## config.mk

```make
export PLATFORM = sky130hd
export DESIGN_NAME = fmul18_pipe
export DESIGN_NICKNAME = d
export VERILOG_FILES = /design/src/rtl/fmul18_pipe.sv
export SDC_FILE = /design/constraint.sdc
export NUM_CORES = 1
export LEC_CHECK = 0
export ABC_CLOCK_PERIOD_IN_PS = 8400
export BUFFER_PORTS_ARGS = -buffer_cell sky130_fd_sc_hd__buf_4
export CAP_MARGIN = 20
export CORE_MARGIN = 4
export CORE_UTILIZATION = 31
export CTS_BUF_LIST = sky130_fd_sc_hd__clkbuf_2 sky130_fd_sc_hd__clkbuf_4 sky130_fd_sc_hd__clkbuf_8
export DETAILED_ROUTE_END_ITERATION = 7
export GPL_TIMING_DRIVEN = 0
export HOLD_SLACK_MARGIN = 0.08
export SLEW_MARGIN = 40
export SYNTH_ARGS = -nofsm -noshare
export SYNTH_HDL_FRONTEND = slang
export SYNTH_SLANG_ARGS = --single-unit
export TNS_END_PERCENT = 1
```

## constraint.sdc

```tcl
create_clock -name clk -period 8.4 [get_ports clk]
set_input_delay 1.68 -clock clk [delete_from_list [all_inputs] [get_ports clk]]
set_output_delay 1.68 -clock clk [all_outputs]
set_load 0.02 [all_outputs]
```

## src/rtl/fmul18_pipe.sv

```systemverilog
module fmul18_pipe #(
  parameter int EW = 7,
  parameter int FW = 10
) (
  input  logic              clk,
  input  logic              rst,
  input  logic              in_vld,
  input  logic [EW+FW:0]    op_a,
  input  logic [EW+FW:0]    op_b,
  output logic              out_vld,
  output logic [EW+FW:0]    out_p
);
  localparam int W    = 1 + EW + FW;
  localparam int MW   = FW + 1;
  localparam int PW   = 2 * MW;
  localparam int XW   = EW + 3;
  localparam int BIAS = (1 << (EW - 1)) - 1;
  localparam int EMAX = (1 << EW) - 1;

  // stage 1: zero detect, hidden ones, exponent sum with carry
  logic          v1, sa1, sb1, z1;
  logic [EW:0]   esum1;
  logic [MW-1:0] ma1, mb1;

  wire za = (op_a[W-2:0] == '0);
  wire zb = (op_b[W-2:0] == '0);

  always_ff @(posedge clk) begin
    if (rst) begin
      v1 <= 1'b0; sa1 <= 1'b0; sb1 <= 1'b0; z1 <= 1'b0;
      esum1 <= '0; ma1 <= '0; mb1 <= '0;
    end else begin
      v1    <= in_vld;
      sa1   <= op_a[W-1];
      sb1   <= op_b[W-1];
      z1    <= za | zb;
      esum1 <= {1'b0, op_a[W-2:FW]} + {1'b0, op_b[W-2:FW]};
      ma1   <= {~za, op_a[FW-1:0]};
      mb1   <= {~zb, op_b[FW-1:0]};
    end
  end

  // stage 2: mantissa product, keep top MW+1 bits, exponent correction
  logic          v2, sg2, z2;
  logic [XW-1:0] ex2;
  logic [MW:0]   fr2;

  wire [PW-1:0] prod = PW'(ma1) * PW'(mb1);
  wire [XW-1:0] ex_n = {2'b00, esum1} - XW'(BIAS) + XW'(prod[PW-1]);

  always_ff @(posedge clk) begin
    if (rst) begin
      v2 <= 1'b0; sg2 <= 1'b0; z2 <= 1'b0; ex2 <= '0; fr2 <= '0;
    end else begin
      v2  <= v1;
      sg2 <= sa1 ^ sb1;
      z2  <= z1;
      ex2 <= ex_n;
      fr2 <= prod[PW-1 -: MW+1];
    end
  end

  // stage 3: normalize, flush, saturate, pack
  wire          uf   = ex2[XW-1];
  wire          of   = ~ex2[XW-1] & (ex2[XW-2:EW] != '0);
  wire [FW-1:0] frac = fr2[MW] ? fr2[MW-1:1] : fr2[MW-2:0];
  logic [W-1:0] res;

  always_comb begin
    if (z2 || uf)  res = '0;
    else if (of)   res = {sg2, {EW{1'b1}}, {FW{1'b1}}};
    else           res = {sg2, ex2[EW-1:0], frac};
  end

  always_ff @(posedge clk) begin
    if (rst) begin
      out_vld <= 1'b0;
      out_p   <= '0;
    end else begin
      out_vld <= v2;
      out_p   <= res;
    end
  end

  // cycles since reset, for the checks below
  logic [1:0] age;
  always_ff @(posedge clk) begin
    if (rst)            age <= '0;
    else if (age != 3)  age <= age + 2'd1;
  end

  wire [EW:0] in_esum = {1'b0, op_a[W-2:FW]} + {1'b0, op_b[W-2:FW]};

  p_latency_r1: assert property (@(posedge clk) disable iff (rst)
    (age == 3) |-> (out_vld == $past(in_vld, 3)));

  p_zero_op_r3: assert property (@(posedge clk) disable iff (rst)
    (age == 3) && $past(in_vld && (za || zb), 3) |-> (out_p == '0));

  p_sign_r4: assert property (@(posedge clk) disable iff (rst)
    (age == 3) && out_vld && (out_p[W-2:0] != '0)
      |-> (out_p[W-1] == $past(op_a[W-1] ^ op_b[W-1], 3)));

  p_underflow_r5: assert property (@(posedge clk) disable iff (rst)
    (age == 3) && $past(in_vld && !za && !zb && (int'(in_esum) < BIAS - 1), 3)
      |-> (out_p == '0));

  p_saturate_r6: assert property (@(posedge clk) disable iff (rst)
    (age == 3) && $past(in_vld && !za && !zb && (int'(in_esum) > BIAS + EMAX), 3)
      |-> (out_p[W-2:0] == {(W-1){1'b1}}));
endmodule

```

==> impl_metrics.ini <==
[outcome]
status = complete, no violations

[logic_synthesis]
synthArstFlopShare = 0
syn_nets = 949
synth_edf_count = 0
synth_ff_type = dfxtp_1
netlist_instances = 763
synth.distinct_cells = 58
synth-seq-cells = 78
syn_avg_cell_area_um2 = 9.06
netlist_area_mm2 = 0.00691
synth_seq_area_share = 0.226
yosysWarningCount = 0

[setup_path]
r2r-start = ma1[1]
worstPathMaxFanout = 10
cp-start-kind = register
crit_required_ns = 8.64
reg2reg_slack_ns = 1.53
crit_arrival_ns = 7.11
critPathSlowestCell = fa_1
r2r.worst_path.cells = 24
critPathKind = register to register
critPathTopFamily = adder cells
cp-end-kind = register
r2r_end = ex2[4]
cp_cell_sequence = clkbuf_1 > nand2_1 > fa_1 > fa_1 > inv_1 > fa_1 > fa_1 > inv_1 > fa_1 > inv_1 > ha_1 > nand3_1 > or3_1 > o21ai_1 > a211oi_4 > o21ai_2 > xnor2_1 > ha_1 > ha_1 > a21o_1 > a22o_1 > a21oi_1 > xor2_1 > nor2_1
critPathBufInv = 4
cp_slowest_stage_delay_ns = 0.56
cp_common_cell = fa_1

[power]
internal-power_uw = 681
power_uw = 1090
switching_power_uw = 406
ir_drop_mv = 0.0818
p_sw_frac = 0.374
power_density_mw_per_mm2 = 138
power_frac_comb = 0.358
p_leak_uw = 0.00375
seq_power_share = 0.396
clock_power_share = 0.246

[clocking]
h-tree-depth = 3
cts.clk_slew.worst_paths_ns = 0.08
cts_setup_buffers = 0
cts_made_buffers = 9
worstSkewPairLatency_ns = 0.37
cts_hold_buf = 0
cts_tree = done
cts_root_buffer = clkbuf_8
clk_path_buf_depth = 2
cts_resized = 0
clkSinkCount = 78

[timing]
finalHoldViolations = 0
period_share = 0.818
drv_slew = 0
relSlewSlack = 0.530
setup_viol = 0
clock.fmax_ghz = 0.146
worst_slew_pin_slew_ns = 0.705
finalWorstPathRequiredPeriod_ns = 6.87
whs_ns = 0.420
finClkSkew_ns = 0.0113
fin_setup_tns_ns = 0
rsz0062_at_grt = false

[worst_hold_path]
hold_class = register to register
whs_endpoint = out_p[17]
holdPathStages = 2
min_from = sg2

[final_layout]
fillers = 2335
multiInputGateArea_mm2 = 0.00476
final_nets = 1017
finalNonFillerCells = 1116
layout-drive-gt1-share = 0.116
layout_common_cells = 113 x inv_1, 80 x fa_1, 78 x dfxtp_1, 70 x nand2_1, 67 x ha_1
register_area_mm2 = 0.00156
area_delta_synth_final_pct = 13.8
layout_commonest_cell = inv_1
antenna_cells = 0

[die]
core_area_mm2 = 0.0219
row_count = 54
die_y_um = 157
die_width_um = 157
pin_count = 58
dieArea_mm2 = 0.0247
initial_core_util = 0.316

[placed_design]
io_buffers = 57
dp_hpwl_mm = 13.1
dp.cells = 1100
finalWeightedCongestion = 0.817

[grt]
grt_start_max_net_pins = 16
globalRouteOverflowTotal = 0
grt_pass1_wl_mm = 25.8
grt.total_usage = 0.133
grt_pass1_vias = 5036
antenna_found_initial = 0

[routing]
via_count = 5162
drtPass1Iterations = 4
antenna_left = 0
drc = 0
drt-total-wl_mm = 15.9
wl_per_cell_um = 14.2
drtIter0Drc = 199
vias_per_cell = 4.63

[flow_run]
drv_cap = 0
state kept, by name, summed over array words and instances (netlist names):
name	cells
esum1	8
ex2	10
v1	1
ma1	11
v2	1
z1	1
z2	1
out_vld	1
out_p	18
fr2	12
sa1	1
mb1	11
sg2	1
sb1	1
final cells by class:
class | instances | share of cell area
Tap cell | 280 | 0.0445
Sequential cell | 78 | 0.198
Clock buffer | 9 | 0.0157
Timing Repair Buffer | 57 | 0.0544
Multi-Input combinational cell | 534 | 0.604
Clock inverter | 7 | 0.00700
Inverter | 113 | 0.0539
Buffer | 38 | 0.0216
how the worst max path moves through the flow:
stage	slack, ns	from	cells after the start	end
floorplan	2.33	mb1[4]	25	ex2[4]
global placement	1.57	ma1[1]	24	ex2[4]
detailed placement	1.52	ma1[1]	24	ex2[4]
CTS	1.49	ma1[1]	24	ex2[4]
global route	1.15	ma1[1]	24	ex2[4]
finish	1.53	ma1[1]	24	ex2[4]
worst reg2reg max path: cells and delay by family, from the launching register on:
family          cells  cell delay, ns
fa+ha+maj           8            3.58
flops               1            0.48
buf+inv             4            0.64
simple gates        4            0.81
compound gates      6            0.99
xor+xnor            2            0.26
metrics by stage:
step,worst slack (ns),instance area (um2),utilization
after detailed placement,1.52,7690,0.351
after CTS,1.49,7870,0.359
after global placement,1.57,7690,0.351
after global routing,1.15,7870,0.359
final,1.53,7870,0.359
after floorplan,2.33,6910,-
power by group through the flow:
| stage | Combinational, uW | Clock [uW] | Sequential [uW] |
|---|---|---|---|
| after floorplan | 265 | 0 | 448 |
| after global placement | 391 | 0 | 439 |
| after detailed placement | 394 | 0 | 440 |
| after CTS | 397 | 277 | 431 |
| after global routing | 446 | 292 | 435 |
| final | 390 | 268 | 430 |
synth_stat cells (all sizes together) (2+ instances only):
cell type | n | area (um2)
xor2 | 10 | 87.6
and3 | 5 | 32.5
mux2 | 4 | 48.8
nand4 | 6 | 52.6
xnor2 | 11 | 96.3
nand3 | 10 | 50.1
a21oi | 25 | 125
a21o | 10 | 75.1
o21ai | 14 | 77.6
and4 | 2 | 17.5
nor4 | 10 | 62.6
inv | 113 | 424
nor2b | 37 | 231
nor3 | 2 | 10.0
a211oi | 5 | 55.1
a31oi | 2 | 12.5
ha | 67 | 838
mux2i | 11 | 110
a22o | 2 | 17.5
and2 | 70 | 445
dfxtp | 78 | 1560
o21a | 2 | 15.0
nand4b | 2 | 17.5
a2111oi | 3 | 38.8
clkbuf | 32 | 120
or3 | 3 | 18.8
nor2 | 53 | 199
nand2 | 70 | 263
o31a | 3 | 26.3
nand2b | 2 | 12.5
fa | 80 | 1600
buf | 6 | 50.0
cell families (layout without fill, tap and decap cells):
group                    Yosys count  in the layout  share of synthesized area
multiplexers                      15             15                     0.0230
AO/OA/AOI/OAI                     77             77                     0.0782
AND/OR/NAND/NOR                  274            274                      0.207
XOR/XNOR                          21             21                     0.0266
adder cells (fa/ha/maj)          147            147                      0.353
buffers and inverters            151            224                     0.0860
flip-flops                        78             78                      0.226
layer usage:
layer  GRT usage  wire length [um]
met5           0                 0
met3      0.0225               613
met1       0.186              7760
met4      0.0344               231
met2       0.214              7260
No activity file was read; power rests on OpenSTA's default activity.
